===== src/rtl/pipe5_pkg.sv =====
package pipe5_pkg;

    localparam int WORD_W  = 32;
    localparam int RIDX_W  = 3;
    localparam int OFF_W   = 16;

    // field positions fixed by the instruction format
    localparam int OPC_LSB = 22;
    localparam int RA_LSB  = 19;
    localparam int RB_LSB  = 16;
    localparam int RD_LSB  = 0;

    typedef enum logic [2:0] {
        OP_ADD  = 3'b000,
        OP_NAND = 3'b001,
        OP_LW   = 3'b010,
        OP_SW   = 3'b011,
        OP_BEQ  = 3'b100,
        OP_NOOP = 3'b111
    } opcode_e;

    localparam logic [WORD_W-1:0] NOOP_WORD = {7'd0, 3'b111, 22'd0};

    typedef struct packed {
        logic [WORD_W-1:0] instr;
        logic [WORD_W-1:0] pc1;
    } ifid_t;

    typedef struct packed {
        opcode_e           op;
        logic [RIDX_W-1:0] rd_lo;
        logic [RIDX_W-1:0] rd_hi;
        logic [WORD_W-1:0] a;
        logic [WORD_W-1:0] b;
        logic [WORD_W-1:0] off;
        logic [WORD_W-1:0] pc1;
    } idex_t;

    typedef struct packed {
        opcode_e           op;
        logic [RIDX_W-1:0] rd_lo;
        logic [RIDX_W-1:0] rd_hi;
        logic [WORD_W-1:0] alu;
        logic [WORD_W-1:0] b;
        logic [WORD_W-1:0] target;
        logic              eq;
    } exmem_t;

    typedef struct packed {
        opcode_e           op;
        logic [RIDX_W-1:0] rd_lo;
        logic [RIDX_W-1:0] rd_hi;
        logic [WORD_W-1:0] alu;
        logic [WORD_W-1:0] mdata;
    } memwb_t;

    // unknown opcodes and nonzero reserved bits collapse to a noop
    function automatic opcode_e decode_op(input logic [WORD_W-1:0] w);
        opcode_e r;
        r = OP_NOOP;
        if (w[WORD_W-1:OPC_LSB+3] == '0) begin
            unique case (w[OPC_LSB +: 3])
                3'b000:  r = OP_ADD;
                3'b001:  r = OP_NAND;
                3'b010:  r = OP_LW;
                3'b011:  r = OP_SW;
                3'b100:  r = OP_BEQ;
                default: r = OP_NOOP;
            endcase
        end
        return r;
    endfunction

endpackage


===== src/rtl/pipe5_fetch.sv =====
module pipe5_fetch
    import pipe5_pkg::*;
#(
    parameter int                          IMEM_DEPTH = 32,
    parameter logic [IMEM_DEPTH*WORD_W-1:0] PROGRAM   = {IMEM_DEPTH{NOOP_WORD}}
) (
    input  logic              clk,
    input  logic              rst_n,
    input  logic              redirect_i,
    input  logic [WORD_W-1:0] target_i,
    output ifid_t             ifid_o,
    output logic [WORD_W-1:0] pc_o
);

    localparam int IA_W = (IMEM_DEPTH > 1) ? $clog2(IMEM_DEPTH) : 1;

    logic [WORD_W-1:0] pc_q;
    logic [WORD_W-1:0] pc_inc;
    logic [WORD_W-1:0] rom_word;

    assign pc_inc = pc_q + WORD_W'(1);

    // instruction ROM built from the program parameter
    always_comb begin
        rom_word = NOOP_WORD;
        if (pc_q < WORD_W'(IMEM_DEPTH)) begin
            rom_word = PROGRAM[int'(pc_q[IA_W-1:0])*WORD_W +: WORD_W];
        end
    end

    // PC and IF/ID register
    always_ff @(posedge clk) begin
        if (!rst_n) begin
            pc_q         <= '0;
            ifid_o.instr <= NOOP_WORD;
            ifid_o.pc1   <= '0;
        end else begin
            pc_q         <= redirect_i ? target_i : pc_inc;
            ifid_o.instr <= rom_word;
            ifid_o.pc1   <= pc_inc;
        end
    end

    assign pc_o = pc_q;

    // a redirect lands the target in the PC on the next edge
    p_redirect_lands_r7: assert property (@(posedge clk) disable iff (!rst_n)
        redirect_i |=> pc_q == $past(target_i));

    // in straight-line fetch, IF/ID's PC+1 and the PC agree
    p_pc1_tracks_r8: assert property (@(posedge clk) disable iff (!rst_n)
        !redirect_i |=> ifid_o.pc1 == pc_q);

endmodule


===== src/rtl/pipe5_regfile.sv =====
module pipe5_regfile #(
    parameter int                  NREG = 8,
    parameter int                  W    = 32,
    parameter logic [NREG*W-1:0]   INIT = '0
) (
    input  logic                     clk,
    input  logic                     rst_n,
    input  logic [$clog2(NREG)-1:0]  ra_a_i,
    input  logic [$clog2(NREG)-1:0]  ra_b_i,
    output logic [W-1:0]             rd_a_o,
    output logic [W-1:0]             rd_b_o,
    input  logic                     we_i,
    input  logic [$clog2(NREG)-1:0]  wa_i,
    input  logic [W-1:0]             wd_i,
    input  logic [$clog2(NREG)-1:0]  dbg_sel_i,
    output logic [W-1:0]             dbg_o
);

    logic [W-1:0] regs [NREG];

    always_ff @(posedge clk) begin
        if (!rst_n) begin
            for (int i = 0; i < NREG; i++) begin
                regs[i] <= INIT[i*W +: W];
            end
        end else if (we_i) begin
            regs[wa_i] <= wd_i;
        end
    end

    // write-through: a same-cycle write is visible to decode
    always_comb begin
        rd_a_o = (we_i && (wa_i == ra_a_i)) ? wd_i : regs[ra_a_i];
        rd_b_o = (we_i && (wa_i == ra_b_i)) ? wd_i : regs[ra_b_i];
    end

    assign dbg_o = regs[dbg_sel_i];

    p_write_lands_r3: assert property (@(posedge clk) disable iff (!rst_n)
        we_i |=> regs[$past(wa_i)] == $past(wd_i));

endmodule


===== src/rtl/pipe5_dmem.sv =====
module pipe5_dmem #(
    parameter int                 DEPTH = 64,
    parameter int                 W     = 32,
    parameter logic [DEPTH*W-1:0] INIT  = '0
) (
    input  logic                      clk,
    input  logic                      rst_n,
    input  logic                      we_i,
    input  logic [W-1:0]              addr_i,
    input  logic [W-1:0]              wdata_i,
    output logic [W-1:0]              rdata_o,
    input  logic [$clog2(DEPTH)-1:0]  dbg_addr_i,
    output logic [W-1:0]              dbg_o
);

    localparam int AW = $clog2(DEPTH);

    logic [W-1:0]  mem [DEPTH];
    logic          in_range;
    logic [AW-1:0] idx;

    assign in_range = addr_i < W'(DEPTH);
    assign idx      = addr_i[AW-1:0];

    always_ff @(posedge clk) begin
        if (!rst_n) begin
            for (int i = 0; i < DEPTH; i++) begin
                mem[i] <= INIT[i*W +: W];
            end
        end else if (we_i && in_range) begin
            mem[idx] <= wdata_i;
        end
    end

    assign rdata_o = in_range ? mem[idx] : '0;
    assign dbg_o   = mem[dbg_addr_i];

    p_store_lands_r5: assert property (@(posedge clk) disable iff (!rst_n)
        (we_i && in_range) |=> mem[$past(idx)] == $past(wdata_i));

endmodule


===== src/rtl/pipe5_exec.sv =====
module pipe5_exec
    import pipe5_pkg::*;
(
    input  idex_t  idex_i,
    output exmem_t exmem_o
);

    always_comb begin
        exmem_o        = '0;
        exmem_o.op     = idex_i.op;
        exmem_o.rd_lo  = idex_i.rd_lo;
        exmem_o.rd_hi  = idex_i.rd_hi;
        exmem_o.b      = idex_i.b;
        exmem_o.target = idex_i.pc1 + idex_i.off;
        exmem_o.eq     = (idex_i.a == idex_i.b);
        unique case (idex_i.op)
            OP_ADD:        exmem_o.alu = idex_i.a + idex_i.b;
            OP_NAND:       exmem_o.alu = ~(idex_i.a & idex_i.b);
            OP_LW, OP_SW:  exmem_o.alu = idex_i.a + idex_i.off;
            default:       exmem_o.alu = '0;
        endcase
    end

endmodule


===== src/rtl/pipe5_core.sv =====
module pipe5_core
    import pipe5_pkg::*;
#(
    parameter int                               IMEM_DEPTH = 32,
    parameter int                               DMEM_DEPTH = 64,
    parameter int                               NREG       = 1 << RIDX_W,
    parameter logic [IMEM_DEPTH*WORD_W-1:0]     PROGRAM    = {IMEM_DEPTH{NOOP_WORD}},
    parameter logic [NREG*WORD_W-1:0]           REG_INIT   = '0,
    parameter logic [DMEM_DEPTH*WORD_W-1:0]     DMEM_INIT  = '0
) (
    input  logic                            clk,
    input  logic                            rst_n,
    input  logic [RIDX_W-1:0]               dbg_reg_sel,
    output logic [WORD_W-1:0]               dbg_reg_data,
    input  logic [$clog2(DMEM_DEPTH)-1:0]   dbg_mem_addr,
    output logic [WORD_W-1:0]               dbg_mem_data,
    output logic [WORD_W-1:0]               dbg_pc,
    output logic                            dbg_retire
);

    ifid_t  ifid_q;
    idex_t  idex_d, idex_q;
    exmem_t exmem_d, exmem_q;
    memwb_t memwb_d, memwb_q;

    logic              redirect;
    logic [WORD_W-1:0] rf_a, rf_b;
    logic              rf_we;
    logic [RIDX_W-1:0] rf_wa;
    logic [WORD_W-1:0] rf_wd;
    logic              dm_we;
    logic [WORD_W-1:0] dm_rdata;

    // ---------------- fetch ----------------
    assign redirect = (exmem_q.op == OP_BEQ) && exmem_q.eq;

    pipe5_fetch #(
        .IMEM_DEPTH (IMEM_DEPTH),
        .PROGRAM    (PROGRAM)
    ) u_fetch (
        .clk        (clk),
        .rst_n      (rst_n),
        .redirect_i (redirect),
        .target_i   (exmem_q.target),
        .ifid_o     (ifid_q),
        .pc_o       (dbg_pc)
    );

    // ---------------- decode ----------------
    pipe5_regfile #(
        .NREG (NREG),
        .W    (WORD_W),
        .INIT (REG_INIT)
    ) u_regs (
        .clk       (clk),
        .rst_n     (rst_n),
        .ra_a_i    (ifid_q.instr[RA_LSB +: RIDX_W]),
        .ra_b_i    (ifid_q.instr[RB_LSB +: RIDX_W]),
        .rd_a_o    (rf_a),
        .rd_b_o    (rf_b),
        .we_i      (rf_we),
        .wa_i      (rf_wa),
        .wd_i      (rf_wd),
        .dbg_sel_i (dbg_reg_sel),
        .dbg_o     (dbg_reg_data)
    );

    always_comb begin
        idex_d.op    = decode_op(ifid_q.instr);
        idex_d.rd_lo = ifid_q.instr[RD_LSB +: RIDX_W];
        idex_d.rd_hi = ifid_q.instr[RB_LSB +: RIDX_W];
        idex_d.a     = rf_a;
        idex_d.b     = rf_b;
        idex_d.off   = {{(WORD_W-OFF_W){ifid_q.instr[OFF_W-1]}}, ifid_q.instr[OFF_W-1:0]};
        idex_d.pc1   = ifid_q.pc1;
    end

    // ---------------- execute ----------------
    pipe5_exec u_exec (
        .idex_i  (idex_q),
        .exmem_o (exmem_d)
    );

    // ---------------- memory ----------------
    assign dm_we = (exmem_q.op == OP_SW);

    pipe5_dmem #(
        .DEPTH (DMEM_DEPTH),
        .W     (WORD_W),
        .INIT  (DMEM_INIT)
    ) u_dmem (
        .clk        (clk),
        .rst_n      (rst_n),
        .we_i       (dm_we),
        .addr_i     (exmem_q.alu),
        .wdata_i    (exmem_q.b),
        .rdata_o    (dm_rdata),
        .dbg_addr_i (dbg_mem_addr),
        .dbg_o      (dbg_mem_data)
    );

    always_comb begin
        memwb_d.op    = exmem_q.op;
        memwb_d.rd_lo = exmem_q.rd_lo;
        memwb_d.rd_hi = exmem_q.rd_hi;
        memwb_d.alu   = exmem_q.alu;
        memwb_d.mdata = dm_rdata;
    end

    // ---------------- writeback ----------------
    always_comb begin
        rf_we = 1'b0;
        rf_wa = memwb_q.rd_lo;
        rf_wd = memwb_q.alu;
        unique case (memwb_q.op)
            OP_ADD, OP_NAND: rf_we = 1'b1;
            OP_LW: begin
                rf_we = 1'b1;
                rf_wa = memwb_q.rd_hi;
                rf_wd = memwb_q.mdata;
            end
            default: rf_we = 1'b0;
        endcase
    end

    assign dbg_retire = (memwb_q.op != OP_NOOP);

    // ---------------- stage registers ----------------
    always_ff @(posedge clk) begin
        if (!rst_n) begin
            idex_q      <= '0;
            idex_q.op   <= OP_NOOP;
            exmem_q     <= '0;
            exmem_q.op  <= OP_NOOP;
            memwb_q     <= '0;
            memwb_q.op  <= OP_NOOP;
        end else begin
            idex_q  <= idex_d;
            exmem_q <= exmem_d;
            memwb_q <= memwb_d;
        end
    end

    // an instruction leaving the memory stage is the next to occupy writeback
    p_stage_advance_r8: assert property (@(posedge clk) disable iff (!rst_n)
        (exmem_q.op != OP_NOOP) |=> (memwb_q.op == $past(exmem_q.op)));

    // noop, store and branch leave the register file untouched
    p_quiet_writeback_r10: assert property (@(posedge clk) disable iff (!rst_n)
        (memwb_q.op inside {OP_NOOP, OP_SW, OP_BEQ}) |-> !rf_we);

    // a taken branch in memory comes from an equal compare one edge earlier
    p_branch_origin_r6: assert property (@(posedge clk) disable iff (!rst_n)
        redirect |-> ($past(idex_q.op) == OP_BEQ) && ($past(idex_q.a) == $past(idex_q.b)));

endmodule


===== config.mk =====
export PLATFORM = sky130hd
export DESIGN_NAME = pipe5_core
export DESIGN_NICKNAME = d
export VERILOG_FILES = /design/src/rtl/pipe5_pkg.sv /design/src/rtl/pipe5_fetch.sv /design/src/rtl/pipe5_regfile.sv /design/src/rtl/pipe5_dmem.sv /design/src/rtl/pipe5_exec.sv /design/src/rtl/pipe5_core.sv
export SDC_FILE = /design/constraint.sdc
export NUM_CORES = 1
export LEC_CHECK = 0
export BUFFER_PORTS_ARGS = -buffer_cell sky130_fd_sc_hd__buf_2
export CAP_MARGIN = 40
export CORE_MARGIN = 2
export CORE_UTILIZATION = 45
export DETAILED_ROUTE_END_ITERATION = 8
export PLACE_DENSITY_LB_ADDON = 0.25
export SLEW_MARGIN = 20
export SYNTH_ARGS = -nofsm -noshare
export SYNTH_HDL_FRONTEND = slang
export SYNTH_SLANG_ARGS = --single-unit

===== constraint.sdc =====
create_clock -name clk -period 4.3 [get_ports clk]
set_input_delay 0.215 -clock clk [delete_from_list [all_inputs] [get_ports clk]]
set_output_delay 0.215 -clock clk [all_outputs]
set_load 0.005 [all_outputs]

==> results of run 1 <==
==> path summary, 6_finish.rpt <==
| check | from | endpoint | slack, ns | depth (start not counted) |
|---|---|---|---|---|
| max | u_fetch.pc_o[0]$_SDFF_PN0_ | u_fetch.pc_o[26]$_SDFF_PN0_ | 1.82 | 5 |
| min | rst_n | u_fetch.pc_o[1]$_SDFF_PN0_ | 0.15 | 2 |
| max reg2reg | u_fetch.pc_o[0]$_SDFF_PN0_ | u_fetch.pc_o[26]$_SDFF_PN0_ | 1.82 | 5 |
| min reg2reg | u_fetch.pc_o[31]$_SDFF_PN0_ | u_fetch.pc_o[31]$_SDFF_PN0_ | 0.48 | 2 |
==> area by class of cell <==
cell class	count	share of cell area
inverter	4	0.007571
clock buffer	5	0.03470
timing repair buffer	34	0.09085
sequential	32	0.3230
multi-input combinational	195	0.5123
tap	50	0.03155
==> cell usage after synthesis (all sizes together) <==
| master | count | area share |
|---|---|---|
| buf | 68 | 0.26 |
| dfxtp | 32 | 0.33 |
| a21oi | 19 | 0.049 |
| nor2 | 13 | 0.025 |
| or3 | 13 | 0.042 |
| o21ai | 12 | 0.031 |
| nand4 | 11 | 0.039 |
| nand2 | 10 | 0.019 |
| nand3 | 9 | 0.023 |
| or4 | 9 | 0.035 |
| xnor2 | 9 | 0.040 |
| o31ai | 7 | 0.027 |
| and4 | 4 | 0.018 |
| clkbuf | 4 | 0.0077 |
| inv | 4 | 0.0077 |
| and2 | 3 | 0.0096 |
| nor3 | 3 | 0.0077 |
| nor4 | 3 | 0.0096 |
| and3 | 2 | 0.0064 |
| xor2 | 2 | 0.0090 |
| conb | 1 | 0.0019 |
| ha | 1 | 0.0064 |
==> routing by layer <==
metal	part of all wire	up-vias
met5	0	-
met4	0.018	0
met3	0.075	8
met2	0.47	62
met1	0.44	717
li1	-	779
==> power by group through the flow <==
stage | logic (mW) | clock network, mW | registers, mW
6_report | 0.0269 | 0.201 | 0.303
5_1_grt | 0.0319 | 0.221 | 0.303
4_1_cts | 0.0260 | 0.207 | 0.303
3_5_place_dp | 0.0259 | 0 | 0.309
3_3_place_gp | 0.0242 | 0 | 0.309
2_1_floorplan | 0.0628 | 0 | 0.309
==> per-stage QoR <==
stage	setup WS [ns]	hold slack (ns)	total power, mW
finish	1.820	0.1513	0.5303
global route	1.625	0.1732	0.5556
CTS	1.802	0.1480	0.5357
detailed placement	1.819	0.4351	0.3350
global placement	1.855	0.4290	0.3332
floorplan	2.206	0.3367	0.3715
==> cell families (layout without fill, tap and decap cells) <==
group                      Yosys count  in the layout  synth area share
AOI/OAI and AO/OA                   38             38            0.1065
xor gates and xnor gates            11             11           0.04943
adders and majority gates            1              1          0.006417
buffers and inverters               76             43            0.2734
DFF                                 32             32            0.3286
other                                1             65          0.001924
and+or+nand+nor                     80             80            0.2336
==> worst max-delay path, cell delays in order (launching register included) <==
cell and delay, ns:
dfxtp_1 0.42, ha_1 0.26, nand4_2 0.22, or4_1 0.78, or4_1 0.58, a21oi_1 0.15
==> impl_results.md, run 1 <==
* Status: complete, no violations
* Mapped Cells at 239
* Port Buffer Count at 33
* Worst EP required at 4.51 ns
* Post-route DRC at 0
* First drt pass iteration count at 4
* LEAKAGE at 0.8372 nW
* Hold_buf cts at 0
* Number of global-route vias before repair at 1251
* Gr usage total at 0.1429
* Row cnt at 23
* Die Span Y at 69.82 µm
* CP max FO at 16
* Synthesized area at 1949 µm²
* Crit start category: register
* Comb power frac at 0.051
* Root Buffer: clkbuf_8
* Starting Density at 0.4770
* Area after DPL at 1914 µm²
* Clock share of power at 0.379
* Sequential cell area fraction in the yosys report at 0.3286
* Core ar. at 4086 µm²
* Clk slew on worst S/H paths at 0.06 ns
* RSZ-0062 raised after global routing: no
* Wire per inst at 10.95 µm
* Area of the multi-input gates at 1016 µm²
* Setup bufs post-CTS at 0
* Register area at 640.6 µm²
* Die Width at 69.82 µm
* Placed cell count at 315
* Gr busiest metal: met2
* Post-route insts no fill at 320
* Finished Core Util at 0.4853
* Yosys reg bits at 32
* Met1 Track Usage GR at 0.1876
* Fin. max-slew vios at 0
* TNS Setup at 0 ns
* Most common cell after layout, fill and taps aside: conb_1
* Grt met3 use at 0.03634
* Initial DRC Count at 66
* Sw Ratio at 0.2301
* CTS H-tree depth at 2
* Final period utilization at 0.5769
* Global routing usage on met2 at 0.2169
* Fillcell total at 439
* Max reg flops at 32
* TritonCTS buffer count at 5
* Clock Tree Buf Depth at 2
* Area grow syn2layout at 1.733%
* Clock skew at 0.003128 ns
* Final hold vios at 0
* Cell area after layout at 1983 µm²
* Final HPWL DP at 2516 µm
* Switch Pwr at 122.0 µW
* Hold Crit Class: in -> reg
* Diode count at 0
* Gr ovfl total at 0
* Mean post-synth cell area at 8.156 µm²
* Final setup fails at 0
* CTS tree: built
* Power Density at 267.4 nW/µm²
* Routability cong. at 0.7248
* Post-Route WL at 3505 µm
* Crit. End Element: register
* Final #Nets at 284
* Largest net degree at the start of global routing at 20
* DIE AREA at 4874 µm²
* Max frequency at 0.4031 GHz
* Max-cap violation count at 0
* Critical path class: reg -> reg
* Min Tclk post-route at 2.481 ns
* Max VDD drop at 0.1910 mV
* Via Count at 1566
* I/O pins at 108
* Worst EP arrival at 2.69 ns
* Netlist cell types at 25
* Global-route wire length before repair at 5630 µm
* Antenna Violating Nets Remaining at 0
* YS warnings at 0
* Pint at 408.3 µW
* Drt via density at 4.894
* Clk sinks at 32
* Clock Latency Late Sink at 0.28 ns
* Antenna violations before repair at 0
* Most frequent cells in the layout: 65 x conb_1, 33 x buf_2, 32 x dfxtp_1
* Layout cells sized above 1 at 0.1481
* Reg power frac at 0.571
* PostCTS Resize Cnt at 0
Note: power is estimated with default switching activity, not from simulation.
==> run 2: changes to the inputs <==
- CORE_UTILIZATION: 45 -> 40
- clock period: 4.3 -> 2.1 ns (I/O delays scaled with it)
==> run 2 against run 1 <==
Flip-flop and latch count unchanged. Sequential share of layout area shrank 2.8 points. Via count grew 3.1%. Sequential power up 100%. Combinational power up 150%. Count of clock-buffer cells in the layout grew 1. Final cell count up 13%. Global-route usage decreased by 0.26 points. Utilization fell by 2.5 points. Largest cell class unchanged.
==> impl_results.md, run 2 (synthesized netlist as in run 1, its figures left out) <==
* Hold path cells at 2
* First drt pass iteration count at 4
* Clock Latency Late Sink at 0.28 ns
* Buf/Inv on CP at 0
* Worst EP required at 2.31 ns
* Reg-to-Reg Start: u_fetch.pc_o[0]$_SDFF_PN0_
* I/O pins at 108
* Starting Density at 0.4127
* Final #Nets at 305
* RSZ-0062 raised after global routing: no
* Crit start category: register
* Wire per inst at 10.26 µm
* Hold path endpoint: u_fetch.pc_o[1]$_SDFF_PN0_
* Crit-path max cell delay at 0.58 ns
* Reg2Reg Depth at 5
* Max frequency at 0.5074 GHz
* Crit path top cell by count: or4_4
* Max-cap violation count at 0
* LEAKAGE at 0.9480 nW
* Most frequent cells in the layout: 65 x conb_1, 33 x buf_2, 32 x dfxtp_1
* Worst EP arrival at 2.18 ns
* Grt met3 use at 0.04527
* Area grow syn2layout at 11.49%
* Max reg flops at 32
* Root Buffer: clkbuf_8
* Number of global-route vias before repair at 1239
* Gr ovfl total at 0
* Core ar. at 4723 µm²
* Fin. max-slew vios at 0
* Port Buffer Count at 33
* Clock skew at 0.003017 ns
* Via Count at 1614
* Largest net degree at the start of global routing at 32
* Global routing usage on met2 at 0.2083
* Diode count at 0
* Routability cong. at 0.7412
* Power Density at 515.8 nW/µm²
* Placed cell count at 353
* Gr usage total at 0.1403
* Place WS at -0.006375 ns
* Final period utilization at 0.9385
* Initial DRC Count at 95
* Most common cell after layout, fill and taps aside: conb_1
* Final setup fails at 0
* Antenna violations before repair at 0
* CP max FO at 10
* Post-route insts no fill at 360
* Die Span Y at 73.81 µm
* CTS H-tree depth at 2
* Min-delay src: rst_n
* Final hold vios at 0
* Die Width at 73.81 µm
* Max VDD drop at 0.3036 mV
* Worst path top cell family by delay: simple AND/OR/NAND/NOR gates
* Layout cells sized above 1 at 0.2218
* TritonCTS buffer count at 5
* Critical path class: reg -> reg
* Status: complete, no violations
* Reg2Reg Setup Slack at 0.13 ns
* Clk slew on worst S/H paths at 0.06 ns
* Worst path cell trace: ha_2 -> nand4_2 -> or4_4 -> or4_4 -> a21oi_1
* Row cnt at 25
* Hold Crit Class: in -> reg
* Gr busiest metal: met2
* Clk sinks at 32
* Post-Route WL at 3693 µm
* Crit. End Element: register
* DIE AREA at 5448 µm²
* Met1 Track Usage GR at 0.1905
* Reg2reg end: u_fetch.pc_o[30]$_SDFF_PN0_
* Global-route wire length before repair at 5837 µm
* Min Tclk post-route at 1.971 ns
* Slowest cell on the critical path: or4_4
* Post-route DRC at 0
* Final HPWL DP at 2733 µm
* CTS tree: built
* Post-route setup slack at 0.1292 ns
* Clock Tree Buf Depth at 2
* Antenna Violating Nets Remaining at 0
* Drt via density at 4.483
[run 2: power by group]
group	internal, mW	switching, mW
clock	0.225	0.215
combinational	0.0167	0.0494
sequential	0.612	0.00358
total	0.853	0.268
[run 2: worst max-delay path by stage]
| stage | start | to | slack (ns) | depth (start not counted) |
|---|---|---|---|---|
| 3_3_place_gp | u_fetch.pc_o[0]$_SDFF_PN0_ | u_fetch.pc_o[20]$_SDFF_PN0_ | 0.02 | 6 |
| 6_report | u_fetch.pc_o[0]$_SDFF_PN0_ | u_fetch.pc_o[30]$_SDFF_PN0_ | 0.13 | 5 |
| 5_1_grt | u_fetch.pc_o[0]$_SDFF_PN0_ | u_fetch.pc_o[30]$_SDFF_PN0_ | 0.007 | 5 |
| 2_1_floorplan | u_fetch.pc_o[0]$_SDFF_PN0_ | u_fetch.pc_o[22]$_SDFF_PN0_ | 0.006 | 6 |
| 4_1_cts | u_fetch.pc_o[0]$_SDFF_PN0_ | u_fetch.pc_o[30]$_SDFF_PN0_ | 0.12 | 5 |
| 3_5_place_dp | u_fetch.pc_o[0]$_SDFF_PN0_ | u_fetch.pc_o[18]$_SDFF_PN0_ | -0.006 | 6 |
[run 2: layer usage]
metal / wire [µm] / part of all wire
met5: 0 / 0
met2: 1667 / 0.45
met1: 1751 / 0.47
met4: 47 / 0.013
met3: 225 / 0.061
[run 2: timing repair]
action                                  CTS  global route
resized for setup                         1             2
endpoints found under the setup margin    6             1
hold buffers                              0             0
setup buffers                             0             0
[run 2: cell type report]
cell class / count / area, µm²
Sequential cell: 32 / 640.6
Fill cell: 497 / 2550
Tap cell: 67 / 83.83
Timing Repair Buffer: 55 / 330.3
Clock buffer: 6 / 72.57
Multi-Input combinational cell: 195 / 1026
Clock inverter: 1 / 5.005
Inverter: 4 / 15.01
[run 2: stage by stage]
step	total power [mW]	TNS (ns)	util	hold slack, ns	cell area, µm²
after floorplan	0.7607	0	-	0.2267	2190
after global placement	0.6923	0	0.4416	0.3195	2086
after detailed placement	0.6931	-0.006375	0.4416	0.3241	2086
after CTS	1.139	0	0.4588	0.02670	2167
after global routing	1.189	0	0.4601	0.02391	2173
final	1.121	0	0.4601	0.03810	2173
==> run 3: changes to the inputs <==
- CORE_MARGIN: 2 -> 4
==> run 3 against run 2 <==
Utilization is the same. Global-route usage shrank 1.7 points. Register-to-register slack is essentially flat. Non-clock buffer count grew 2. Setup slack lost 0.010 ns. Fmax shrank 0.51%. Critical path type unchanged. Largest cell class unchanged.
==> impl_results.md, run 3 (synthesized netlist as in run 1, its figures left out) <==
* Worst path cell trace: ha_1 -> nand4_2 -> or4_4 -> or4_1 -> a21oi_1
* Cell area after layout at 2173 µm²
* Diode count at 0
* Max frequency at 0.5048 GHz
* Antenna violations before repair at 0
* Reg-to-Reg Start: u_fetch.pc_o[0]$_SDFF_PN0_
* Clk slew on worst S/H paths at 0.06 ns
* CP Launch Point: u_fetch.pc_o[0]$_SDFF_PN0_
* Drt via density at 4.558
* Crit-path max cell delay at 0.59 ns
* Die Width at 77.81 µm
* Max-cap violation count at 0
* Largest net degree at the start of global routing at 32
* Pint at 841.6 µW
* Fin Hold WS at 0.04777 ns
* Area grow syn2layout at 11.49%
* Row cnt at 25
* Final HPWL DP at 3030 µm
* Min Tclk post-route at 1.981 ns
* Post-route DRC at 0
* Final hold vios at 0
* Global routing usage on met2 at 0.1986
* Crit start category: register
* I/O pins at 108
* Switch Pwr at 252.8 µW
* Grt met3 use at 0.05104
* Final period utilization at 0.9433
* Min-delay src: rst_n
* Gr ovfl total at 0
* Die Span Y at 77.81 µm
* Routability cong. at 0.7770
* Fin. max-slew vios at 0
* Clk sinks at 32
* Wire per inst at 11.04 µm
* Core ar. at 4723 µm²
* RSZ-0062 raised after global routing: no
* Crit. End Element: register
* Final #Nets at 307
* First drt pass iteration count at 4
* Clock Tree Buf Depth at 2
* Most common cell after layout, fill and taps aside: conb_1
* TNS Setup at 0 ns
* Comb power frac at 0.062
* TritonCTS buffer count at 5
* Clock skew at 0.005629 ns
* Status: complete, no violations
* Worst EP required at 2.31 ns
* Fillcell total at 467
* Area after DPL at 2101 µm²
* CTS tree: built
* Layout cells sized above 1 at 0.2184
* Port Buffer Count at 33
* PnR Total Power at 1.094 mW
* Max reg flops at 32
* LEAKAGE at 0.9530 nW
* Gr usage total at 0.1237
* Antenna Violating Nets Remaining at 0
* Number of global-route vias before repair at 1331
* Starting Density at 0.4127
* Hold_buf cts at 0
* Hold Crit Class: in -> reg
* Worst EP arrival at 2.19 ns
* Root Buffer: clkbuf_8
* Sw Ratio at 0.2310
* PostCTS Resize Cnt at 1
* Critical path class: reg -> reg
* Max VDD drop at 0.3635 mV
* Reg power frac at 0.562
* Initial DRC Count at 76
* Clock share of power at 0.376
* Via Count at 1641
* Setup bufs post-CTS at 0
* Post-Route WL at 3975 µm
* Gr busiest metal: met2
* Clock Latency Late Sink at 0.28 ns
* Power Density at 503.6 nW/µm²
* Slowest cell on the critical path: or4_4
* DIE AREA at 6054 µm²
* CTS H-tree depth at 2
* Global-route wire length before repair at 6023 µm
* Most frequent cells in the layout: 65 x conb_1, 33 x buf_2, 32 x dfxtp_1
* CP max FO at 11
* Met1 Track Usage GR at 0.1523
* Final setup fails at 0
[run 3: power groups by stage]
stage               logic (mW)  clock network [mW]  registers (mW)
floorplan                0.129                   0           0.632
global placement        0.0653                   0           0.629
detailed placement      0.0653                   0           0.629
CTS                     0.0653               0.429           0.615
global route            0.0787               0.456           0.616
finish                  0.0677               0.411           0.615
[run 3: final timing paths]
kind	slack, ns	to	cells after the start
setup / recovery	0.12	u_fetch.pc_o[28]$_SDFF_PN0_	5
hold / removal	0.05	u_fetch.pc_o[1]$_SDFF_PN0_	2
setup reg to reg	0.12	u_fetch.pc_o[28]$_SDFF_PN0_	5
hold reg to reg	0.47	u_fetch.pc_o[31]$_SDFF_PN0_	2
[run 3: final cells by class]
class / instances / area [µm²] / area share
Multi-Input combinational cell: 195 / 1020 / 0.4692
Sequential cell: 32 / 640.6 / 0.2948
Timing Repair Buffer: 57 / 345.3 / 0.1589
Tap cell: 67 / 83.83 / 0.03857
Clock buffer: 5 / 68.82 / 0.03166
Inverter: 4 / 15.01 / 0.006908
[run 3: stage by stage]
stage / instances / utilization / setup slack (ns)
after floorplan: 303 / - / 0.005562
final: 360 / 0.4601 / 0.1191
after global routing: 360 / 0.4601 / 0.0009319
after CTS: 360 / 0.4601 / 0.09337
after global placement: 355 / 0.4448 / 0.009285
after detailed placement: 355 / 0.4448 / -0.04085
[run 3: per-layer routing]
metal | share of wire | vias up
li1 | - | 823
met1 | 0.44 | 746
met2 | 0.46 | 70
met3 | 0.093 | 2
met4 | 0.0055 | 0
met5 | 0 | -
[run 3: worst max-delay path: cells and delay by family (launching register included)]
family / cells / cell delay, ns
adder cells (fa/ha/maj): 1 / 0.19
AND/OR/NAND/NOR: 3 / 1.25
flip-flops: 1 / 0.33
AO/OA/AOI/OAI: 1 / 0.14
